**src/rtl/sbc_pkg.sv**
```systemverilog
`timescale 1ns/1ps
// Shared types for the SRAM bus controller.
package sbc_pkg;
    // Bus phase of the controller sequencer.
    typedef enum logic [2:0] {
        PH_IDLE,
        PH_TURN,
        PH_SETUP,
        PH_STROBE,
        PH_RECOVER
    } phase_e;

    // Index of a narrow beat inside one host word.
    typedef logic [1:0] beat_t;

    localparam int HOST_BYTES = 4;
endpackage

```
**src/rtl/sbc_phase_cnt.sv**
```systemverilog
`timescale 1ns/1ps
// Down-counter that times one bus phase.
// Assumes: load_val is the phase length minus one; expired is high in the
// last cycle of the phase.
module sbc_phase_cnt #(
    parameter int TW = 5
) (
    input  logic          clk,
    input  logic          rst_n,
    input  logic          load,
    input  logic [TW-1:0] load_val,
    output logic          expired
);
    logic [TW-1:0] cnt_q;

    // Load on phase entry, otherwise count down to zero and hold.
    always_ff @(posedge clk) begin
        if (!rst_n)
            cnt_q <= '0;
        else if (load)
            cnt_q <= load_val;
        else if (cnt_q != '0)
            cnt_q <= cnt_q - 1'b1;
    end

    assign expired = (cnt_q == '0);
endmodule

```
**src/rtl/sbc_beat_plan.sv**
```systemverilog
`timescale 1ns/1ps
// Picks which narrow beats an access needs and in which order.
// Assumes: be is never zero (the top substitutes all-ones); beats are
// visited in ascending index order.
module sbc_beat_plan
    import sbc_pkg::*;
(
    input  logic       wide,
    input  logic [3:0] be,
    input  beat_t      cur,
    output beat_t      first,
    output beat_t      nxt,
    output logic       has_next
);
    logic [3:0] need;

    // One flag per beat: halfwords in 16-bit mode, bytes in 8-bit mode.
    always_comb begin
        if (wide)
            need = {2'b00, |be[3:2], |be[1:0]};
        else
            need = be;
    end

    // Lowest needed beat, and lowest needed beat above the current one.
    always_comb begin
        first    = '0;
        nxt      = '0;
        has_next = 1'b0;
        for (int i = 3; i >= 0; i--) begin
            if (need[i])
                first = beat_t'(i);
            if (need[i] && (beat_t'(i) > cur)) begin
                nxt      = beat_t'(i);
                has_next = 1'b1;
            end
        end
    end
endmodule

```
**src/rtl/sbc_lane_map.sv**
```systemverilog
`timescale 1ns/1ps
// Maps the current beat to external address, byte selects and data lanes,
// and merges captured read bytes into the host word.
// Assumes: cur is a beat the plan marked as needed.
module sbc_lane_map
    import sbc_pkg::*;
#(
    parameter int AW_EXT = 20
) (
    input  logic              wide,
    input  logic [AW_EXT-2:0] word,
    input  logic [3:0]        be,
    input  logic [31:0]       wdata,
    input  beat_t             cur,
    input  logic [15:0]       din,
    input  logic [31:0]       rbuf,
    output logic [AW_EXT-1:0] ext_addr,
    output logic [1:0]        bs_n,
    output logic [15:0]       dout,
    output logic [31:0]       rmerge
);
    // Address remap: halfword count in 16-bit mode, byte count in 8-bit mode.
    always_comb begin
        if (wide)
            ext_addr = {word, cur[0]};
        else
            ext_addr = {word[AW_EXT-3:0], cur};
    end

    // Lane selects and write data for the current beat.
    always_comb begin
        if (wide) begin
            bs_n = cur[0] ? ~be[3:2] : ~be[1:0];
            dout = cur[0] ? wdata[31:16] : wdata[15:0];
        end else begin
            bs_n = 2'b10;
            dout = {8'h00, wdata[8*cur +: 8]};
        end
    end

    // Per host byte: take the bus lane if this beat carries it, else keep.
    for (genvar k = 0; k < HOST_BYTES; k++) begin : g_byte
        localparam logic HALF = ((k / 2) == 1);
        localparam int   SUB  = k % 2;
        logic hit_w;
        logic hit_n;
        assign hit_w = wide && be[k] && (cur[0] == HALF);
        assign hit_n = !wide && be[k] && (cur == beat_t'(k));
        assign rmerge[8*k +: 8] = hit_w ? din[8*SUB +: 8] :
                                  hit_n ? din[7:0] : rbuf[8*k +: 8];
    end
endmodule

```
**src/rtl/sram_bus_ctrl.sv**
```systemverilog
`timescale 1ns/1ps
// External asynchronous SRAM bus controller.
// Splits a 32-bit host access into 8- or 16-bit bus beats with
// programmable setup, strobe, hold, turnaround and page timing.
// Assumes: request fields stay stable while req_valid is high until
// rsp_ready; timing inputs are static while the bus is busy.
module sram_bus_ctrl
    import sbc_pkg::*;
#(
    parameter int AW_EXT = 20,
    parameter int TW     = 5
) (
    input  logic              clk,
    input  logic              rst_n,
    input  logic              cfg_wide,
    input  logic              cfg_page,
    input  logic [TW-1:0]     cfg_rd_cyc,
    input  logic [TW-1:0]     cfg_setup,
    input  logic [TW-1:0]     cfg_wr_pulse,
    input  logic [TW-1:0]     cfg_wr_hold,
    input  logic [TW-1:0]     cfg_turn,
    input  logic [TW-1:0]     cfg_page_cyc,
    input  logic              req_valid,
    input  logic              req_write,
    input  logic [AW_EXT-2:0] req_word,
    input  logic [3:0]        req_be,
    input  logic [31:0]       req_wdata,
    output logic              rsp_ready,
    output logic [31:0]       rsp_rdata,
    output logic              mem_cs_n,
    output logic [AW_EXT-1:0] mem_addr,
    output logic [1:0]        mem_bs_n,
    output logic              mem_oe_n,
    output logic              mem_we_n,
    output logic [15:0]       mem_dq_out,
    input  logic [15:0]       mem_dq_in,
    output logic              mem_dq_oe
);
    localparam int WAW = AW_EXT - 1;

    // Zero counts stretch to one cycle for setup and strobe phases.
    function automatic logic [TW-1:0] at_least_one(input logic [TW-1:0] v);
        return (v == '0) ? TW'(1) : v;
    endfunction

    phase_e          phase_q, phase_d;
    logic            wr_q, wide_q, page_q, last_wr_q;
    logic [3:0]      be_q;
    logic [WAW-1:0]  word_q;
    logic [31:0]     wdata_q, rbuf_q;
    beat_t           cur_q;

    logic            load, expired, accept, step, done, rd_capture;
    logic [TW-1:0]   load_val;
    logic [3:0]      be_in;
    logic            plan_wide;
    logic [3:0]      plan_be;
    beat_t           first, nxt;
    logic            has_next;
    logic            turn_needed;
    logic [31:0]     rmerge;

    assign be_in     = (req_be == 4'h0) ? 4'hF : req_be;
    assign plan_wide = (phase_q == PH_IDLE) ? cfg_wide : wide_q;
    assign plan_be   = (phase_q == PH_IDLE) ? be_in : be_q;
    assign turn_needed = !req_write && last_wr_q && (cfg_turn != '0);

    sbc_beat_plan u_plan (
        .wide     (plan_wide),
        .be       (plan_be),
        .cur      (cur_q),
        .first    (first),
        .nxt      (nxt),
        .has_next (has_next)
    );

    sbc_phase_cnt #(.TW(TW)) u_cnt (
        .clk      (clk),
        .rst_n    (rst_n),
        .load     (load),
        .load_val (load_val),
        .expired  (expired)
    );

    sbc_lane_map #(.AW_EXT(AW_EXT)) u_lane (
        .wide     (wide_q),
        .word     (word_q),
        .be       (be_q),
        .wdata    (wdata_q),
        .cur      (cur_q),
        .din      (mem_dq_in),
        .rbuf     (rbuf_q),
        .ext_addr (mem_addr),
        .bs_n     (mem_bs_n),
        .dout     (mem_dq_out),
        .rmerge   (rmerge)
    );

    // Phase sequencing and phase-length selection.
    always_comb begin
        phase_d  = phase_q;
        load     = 1'b0;
        load_val = '0;
        accept   = 1'b0;
        step     = 1'b0;
        case (phase_q)
            PH_IDLE: begin
                if (req_valid) begin
                    accept = 1'b1;
                    load   = 1'b1;
                    if (turn_needed) begin
                        phase_d  = PH_TURN;
                        load_val = cfg_turn - 1'b1;
                    end else begin
                        phase_d  = PH_SETUP;
                        load_val = at_least_one(cfg_setup) - 1'b1;
                    end
                end
            end
            PH_TURN: begin
                if (expired) begin
                    phase_d  = PH_SETUP;
                    load     = 1'b1;
                    load_val = at_least_one(cfg_setup) - 1'b1;
                end
            end
            PH_SETUP: begin
                if (expired) begin
                    phase_d  = PH_STROBE;
                    load     = 1'b1;
                    load_val = (wr_q ? at_least_one(cfg_wr_pulse)
                                     : at_least_one(cfg_rd_cyc)) - 1'b1;
                end
            end
            PH_STROBE: begin
                if (expired) begin
                    if (wr_q && (cfg_wr_hold != '0)) begin
                        phase_d  = PH_RECOVER;
                        load     = 1'b1;
                        load_val = cfg_wr_hold - 1'b1;
                    end else begin
                        step = 1'b1;
                    end
                end
            end
            PH_RECOVER: begin
                if (expired)
                    step = 1'b1;
            end
            default: phase_d = PH_IDLE;
        endcase
        if (step) begin
            if (has_next) begin
                load = 1'b1;
                if (!wr_q && page_q) begin
                    phase_d  = PH_STROBE;
                    load_val = at_least_one(cfg_page_cyc) - 1'b1;
                end else begin
                    phase_d  = PH_SETUP;
                    load_val = at_least_one(cfg_setup) - 1'b1;
                end
            end else begin
                phase_d = PH_IDLE;
            end
        end
    end

    assign done       = step && !has_next;
    assign rd_capture = (phase_q == PH_STROBE) && expired && !wr_q;

    // Phase register.
    always_ff @(posedge clk) begin
        if (!rst_n)
            phase_q <= PH_IDLE;
        else
            phase_q <= phase_d;
    end

    // Request capture at acceptance.
    always_ff @(posedge clk) begin
        if (!rst_n) begin
            wr_q    <= 1'b0;
            wide_q  <= 1'b1;
            page_q  <= 1'b0;
            be_q    <= 4'hF;
            word_q  <= '0;
            wdata_q <= '0;
        end else if (accept) begin
            wr_q    <= req_write;
            wide_q  <= cfg_wide;
            page_q  <= cfg_page;
            be_q    <= be_in;
            word_q  <= req_word;
            wdata_q <= req_wdata;
        end
    end

    // Beat pointer: first beat on accept, next beat on each beat end.
    always_ff @(posedge clk) begin
        if (!rst_n)
            cur_q <= '0;
        else if (accept)
            cur_q <= first;
        else if (step && has_next)
            cur_q <= nxt;
    end

    // Read byte accumulation across beats.
    always_ff @(posedge clk) begin
        if (!rst_n)
            rbuf_q <= '0;
        else if (accept)
            rbuf_q <= '0;
        else if (rd_capture)
            rbuf_q <= rmerge;
    end

    // Direction of the last finished access, for turnaround.
    always_ff @(posedge clk) begin
        if (!rst_n)
            last_wr_q <= 1'b0;
        else if (done)
            last_wr_q <= wr_q;
    end

    assign rsp_ready = done;
    assign rsp_rdata = rmerge;
    assign mem_cs_n  = (phase_q == PH_IDLE) || (phase_q == PH_TURN);
    assign mem_oe_n  = !((phase_q == PH_STROBE) && !wr_q);
    assign mem_we_n  = !((phase_q == PH_STROBE) && wr_q);
    assign mem_dq_oe = wr_q && !mem_cs_n;
endmodule

```
**config.mk**
```make
export PLATFORM = sky130hd
export DESIGN_NAME = sram_bus_ctrl
export DESIGN_NICKNAME = d
export VERILOG_FILES = /design/src/rtl/sbc_pkg.sv /design/src/rtl/sbc_phase_cnt.sv /design/src/rtl/sbc_beat_plan.sv /design/src/rtl/sbc_lane_map.sv /design/src/rtl/sram_bus_ctrl.sv
export SDC_FILE = /design/constraint.sdc
export NUM_CORES = 1
export LEC_CHECK = 0
export ABC_AREA = 1
export BUFFER_PORTS_ARGS = -buffer_cell sky130_fd_sc_hd__buf_2
export CAP_MARGIN = 25
export CORE_MARGIN = 1
export CORE_UTILIZATION = 45
export CTS_CLUSTER_DIAMETER = 60
export DETAILED_ROUTE_END_ITERATION = 16
export PLACE_DENSITY_LB_ADDON = 0.05
export SYNTH_ARGS = -nofsm -noshare
export SYNTH_HDL_FRONTEND = slang
export SYNTH_SLANG_ARGS = --single-unit
```
**constraint.sdc**
```tcl
create_clock -name clk -period 2.45 [get_ports clk]
set_input_delay 0.49 -clock clk [delete_from_list [all_inputs] [get_ports clk]]
set_output_delay 0.49 -clock clk [all_outputs]
set_load 0.01 [all_outputs]
```
* Yosys cells after proc, flatten, opt, wreduce, memory -nomap -nowiden *
Index checks and enable logic that the tools add are counted.

word-level totals
  register bits after elaboration = 101
  input port bits = 107
  logic and storage cells = 165

operators by class
  add/sub/neg operators = 6
  magnitude comparators = 4
  equality and inequality tests = 13
  shift operators = 1
  mux-type cells = 69
  bitwise operators = 4
  reduce and logical (&&, ||, !) cells = 57

operator list
  operator             number
  $mux 5               16
  $mux 8               8
  $mux 16              2
  $shiftx 32x6->8      1
  $logic_and 1x1->1    31
  $sub 5x1->5 const B  6
  $mux 2               13
  $logic_not 5->1      5
  $mux 3               7
  $mux 20              1
  $pmux 5 s4           1
  $mux 1               15
  $ne 3x3->1 const B   5
  $pmux 3 s5           1
  $reduce_bool 5->1    3
  $mux 4               3
  $reduce_or 2->1      4
  $logic_not 1->1      7
  $eq 3x2->1 const B   2
  $reduce_and 6->1     1
  $eq 2x2->1 const B   2
  $gt 1x2->1 const A   2
  $gt 2x2->1 const A   2
  $logic_not 4->1      1
  12 further kinds     15

* Logic depth before layout (Yosys ltp) *
  word-level depth = 13
  gate-level depth with buffers = 16
  gate-level depth less buffers = 15

* Hierarchy *
A second synthesis with hierarchy kept.

second synthesis, totals
  cells, all modules = 1048
  area total of the unflattened synthesis = 6454.9 µm²

by module, submodules not included
  module         instances  cells an instance  area each (µm²)
  sram_bus_ctrl  1          648                4451.8
  sbc_lane_map   1          334                1594.0
  sbc_phase_cnt  1          42                 292.8
  sbc_beat_plan  1          24                 116.4

* Worst setup path before layout *
OpenSTA, ideal clock, no wires.

  path type = flip-flop to output port
  start = register cur_q[0]
  end = output rsp_rdata[11]
  arrival = 1.478 ns
  required time = 1.960 ns
  setup slack = 0.482 ns
  cell stages (with the launch flop) = 6
  path through = dfxtp_1 clkbuf_1 buf_2 nor3_4 inv_1 o21ai_0

between the ends
  cells in the longest elaborated chain, start to end = 4
  elaborated cells on any way between the ends = 6
  those cells by class = eq/ne: 1; mux: 2; bitwise: 1; reduce/logical: 2

ends and longest elaborated chain
  item                    line                  source
  from (decl)             sram_bus_ctrl.sv:51   beat_t cur_q;
  from (signal assigned)  sram_bus_ctrl.sv:203  cur_q <= first;
  from (signal assigned)  sram_bus_ctrl.sv:205  cur_q <= nxt;
  $eq 2x1->1              sbc_lane_map.sv:48    assign hit_n = !wide && be[k] && (cur == beat_t'(k));
  $logic_and 1x1->1       sbc_lane_map.sv:48
  $mux 8                  sbc_lane_map.sv:50    hit_n ? din[7:0] : rbuf[8*k +: 8];
  $mux 8 (*)              sbc_lane_map.sv:49    assign rmerge[8*k +: 8] = hit_w ? din[8*SUB +: 8] :
  to (decl)               sram_bus_ctrl.sv:29   output logic [31:0] rsp_rdata,

Every way passes the cells marked *; elsewhere a longest branch is shown, timed or not.

* Worst setup path in the final report *
  start = register u_cnt.cnt_q[0]
  end = output rsp_ready

between the ends
  cells in the longest elaborated chain, start to end = 4
  elaborated cells on any way between the ends = 5
  those cells by class = mux: 3; reduce/logical: 2

ends and longest elaborated chain
  item                              line                                        source
  from (decl)                       sbc_phase_cnt.sv:14                         logic [TW-1:0] cnt_q;
  from (signal assigned)            sbc_phase_cnt.sv:21                         cnt_q <= load_val;
  from (signal assigned)            sbc_phase_cnt.sv:23                         cnt_q <= cnt_q - 1'b1;
  $logic_not 5->1 (*)               sbc_phase_cnt.sv:26                         assign expired = (cnt_q == '0);
  $mux 1, on equally long branches  sram_bus_ctrl.sv:147, sram_bus_ctrl.sv:136
  $pmux 1 s2 (*)                    sram_bus_ctrl.sv:106                        case (phase_q)
  $logic_and 1x1->1 (*)             sram_bus_ctrl.sv:168                        assign done = step && !has_next;
  to (decl)                         sram_bus_ctrl.sv:28                         output logic rsp_ready,

Marks and branches as above.

==> results_dict.tcl <==
set metrics [dict create \
    status "complete, no violations" \
    worstReg2RegEnd "u_cnt.cnt_q[1]$_SDFFE_PN0P_" \
    clk_pin_slew_ns 0.07 \
    min_to "wdata_q[29]$_SDFFE_PN0P_" \
    synthArstFlopShare_pct 0 \
    synth_seq_cells 101 \
    yosys-top-cells-area "dfxtp_1 33%, o21ai_0 14%, nand2_1 12%" \
    fp.dieW_microns 118 \
    period_share_pct 94.3 \
    antenna_found_initial 0 \
    synth_edf_count 0 \
    cap_violations 0 \
    fin_nets 1233 \
    grt_usage_pct 24.3 \
    synth_area_per_cell_sq_um 6.33 \
    critPathArrivalTime_ns 1.82 \
    yosysTopAreaCellShare_pct 33.5 \
    route.detailed.drc 0 \
    cts_tree "done" \
    worstMarginPinSlew_ns 0.547 \
    critical-path-slowest-cell "dfxtp_1" \
    cp-start-kind "flip-flop" \
    synth_nets 1067 \
    hpwlAfterDp_mm 12.2 \
    viasPerCell 5.03 \
    worstSetupEndpointType "primary output" \
    relSlewSlack_pct 63.5 \
    pre_cts_slack_ns 0.237 \
    portBuffers 181 \
    cts-buffers-inserted 9 \
    die_area_sq_um 13900 \
    syn_area_sq_um 6040 \
    grt_use_met3_pct 6.10 \
    critical_path_class "flip-flop to primary output" \
    worstPathMaxFanout 8 \
    hold_path_class "input port to flip-flop" \
    cts-root-buf "clkbuf_16" \
    busiest_layer "met2" \
    syn_to_final_growth_pct 23.3 \
    wl_per_cell_microns 12.9 \
    power_leakage_nw 3.60 \
    grt_first_pass_wirelength_mm 27.6 \
    cts_sinks 101 \
    synth_seq_area_share_pct 33.5 \
    ir_worst_vdd_mv 0.553 \
    required_ns 1.96 \
    yosysWarnings 0 \
    use_met1_pct 32.5 \
    finalHoldViolCount 0 \
    gp_congestion 0.850 \
    slew_viol_final 0 \
    ant_nets 0 \
    cts.path.max_buffers 2 \
    finalSetupViolCount 0 \
    drt_iter0_drc 461 \
    dp.cells 1278 \
    max_freq_mhz 433 \
    r2r-start "u_cnt.cnt_q[0]$_SDFFE_PN0P_" \
    worst_clock_skew_ns 0.00611 \
    grt_max_degree 62 \
    grtUsageMet2_pct 38.8 \
    n_antenna_cell 0 \
    overflow 0 \
    core_area_sq_um 12800 \
    drive_gt1_share_pct 23.6 \
    fp.dieH_microns 118 \
    synthFlopType "dfxtp_1" \
    crit_chain "inv_1, ha_4, nand3b_4, inv_6, nand2_2, o21ai_4, nand3_4, inv_1, buf_2" \
    htreeDepth 3 \
    power_density_nw_per_um2 1010 \
    clk_latency_ns 0.35 \
    reg2regPathDepth 14 \
    ys_types 46 \
    setup_ws_ns 0.139 \
    hold_depth 3 \
    grt_pass1_vias 5853 \
    syn_inst 954 \
    synth_top_area_cell "dfxtp_1" \
    rows 41 \
    first_pass_iters 5 \
    start_util_pct 47.1 \
    wl_mm 16.7 \
    vias 6523 \
    r2r_slack_ns 0.39 \
    fin_cells 1297 \
    path_common_cell "inv_1" \
    crit_buf_inv 4 \
    max_stage_delay_ns 0.33 \
    period_minus_slack_ns 2.31 \
    fin_tns_setup_ns 0 \
    hold_path_startpoint "req_wdata[29]" \
    ioPinCount 182 \
    crit_family "buffers and inverters" \
]
==> worst max-delay path by stage <==
stage               depth (start not counted)                        start             to
floorplan                                   5        cur_q[0]$_SDFFE_PN0P_  rsp_rdata[11]
global placement                           10               cfg_wr_hold[0]      rsp_ready
detailed placement                         10               cfg_wr_hold[0]      rsp_ready
CTS                                         9  u_cnt.cnt_q[0]$_SDFFE_PN0P_      rsp_ready
global route                               11      phase_q[0]$_SDFFE_PN0P_      rsp_ready
finish                                      9  u_cnt.cnt_q[0]$_SDFFE_PN0P_      rsp_ready
==> cells in the final DEF, fill, tap and decap left out, types with 2 or more instances in the layout <==
cell and n:
dfxtp_4 2, inv_1 133, nand2_1 191, xor2_1 4, buf_2 181, nand2_4 3, o31ai_1 2, nand3_2 2
buf_4 21, nor2_4 3, o21ai_1 23, nor3_1 8, nand2_2 9, clkbuf_16 9, nand4_1 3, inv_2 11
nand3_4 2, dfxtp_1 97, nor2_1 57, ha_1 5, a21oi_1 116, dfxtp_2 2, xnor2_1 6, a211oi_1 3
o21ai_0 168, clkinv_2 2, nor2_2 6, a31oi_1 2, inv_6 4, o211ai_1 2, nand3_1 28
==> state kept, by name, indices dropped and copies added (netlist names) <==
register and flops:
be_q 4, rbuf_q 32, wr_q 1, word_q 19
page_q 1, wide_q 1, phase_q 3, u_cnt.cnt_q 5
last_wr_q 1, cur_q 2, wdata_q 32
==> power by group <==
part | total (mW) | internal [mW] | leakage, nW | switching, mW
Clock | 1.39 | 0.725 | 0.140 | 0.662
Combinational | 3.85 | 1.35 | 2.63 | 2.50
Sequential | 2.28 | 2.05 | 0.829 | 0.231
==> synth_stat cells, types with 6 or more instances <==
| cell | instances |
|---|---|
| nand2_2 | 9 |
| nand2_1 | 192 |
| buf_1 | 6 |
| inv_1 | 134 |
| o21ai_1 | 23 |
| clkbuf_1 | 29 |
| a21oi_1 | 116 |
| nor3_1 | 8 |
| o21ai_0 | 168 |
| nor2_1 | 59 |
| inv_2 | 10 |
| xnor2_1 | 6 |
| dfxtp_1 | 101 |
| nand3_1 | 29 |
| ha_1 | 6 |
| buf_2 | 8 |
==> repair_timing <==
item | CTS | global route
endpoints found under the setup margin | 1 | 27
buffers inserted | 0 | 3
resized for setup | 1 | 12
pin swaps | 1 | 1
hold buffers | 0 | 0
==> layout make-up <==
type	instances	area (sq um)
repair buffers	203	1080
clock buffers	10	239
fillers	1331	5380
clock inverters	6	43.8
well taps	172	215
inverters	146	553
multi-input cells	659	3280
flip-flops and latches	101	2030
==> tightest hold or removal path: cells and delay by family <==
kind	cells	cell delay, ns
AND/OR/NAND/NOR	2	0.11
buffers and inverters	1	0.08
==> layer usage <==
layer	up-vias	routed length [microns]
li1	3436	-
met1	2875	7910
met2	194	7410
met3	18	1160
met4	0	257
met5	-	0
==> through the flow <==
| stage | util, % | hold slack [ns] | power (mW) | instance area, sq um |
|---|---|---|---|---|
| CTS | 57.6 | 0.347 | 7.47 | 7390 |
| finish | 58.1 | 0.355 | 7.52 | 7450 |
| floorplan | - | 0.430 | 4.89 | 6040 |
| global placement | 55.4 | 0.447 | 6.05 | 7100 |
| global route | 58.1 | 0.357 | 8.19 | 7450 |
| detailed placement | 55.4 | 0.452 | 6.07 | 7100 |
==> cells by family after synthesis <==
family                   count (synthesis)  share of synthesized area [%]
flip-flops                             101                           33.5
AO/OA/AOI/OAI                          326                           28.1
adder cells (fa/ha/maj)                  6                           1.24
buffers and inverters                  194                           12.7
AND/OR/NAND/NOR                        316                           22.8
multiplexers                             1                          0.166
XOR/XNOR                                10                           1.45
Power figures use the tool's default switching activity.
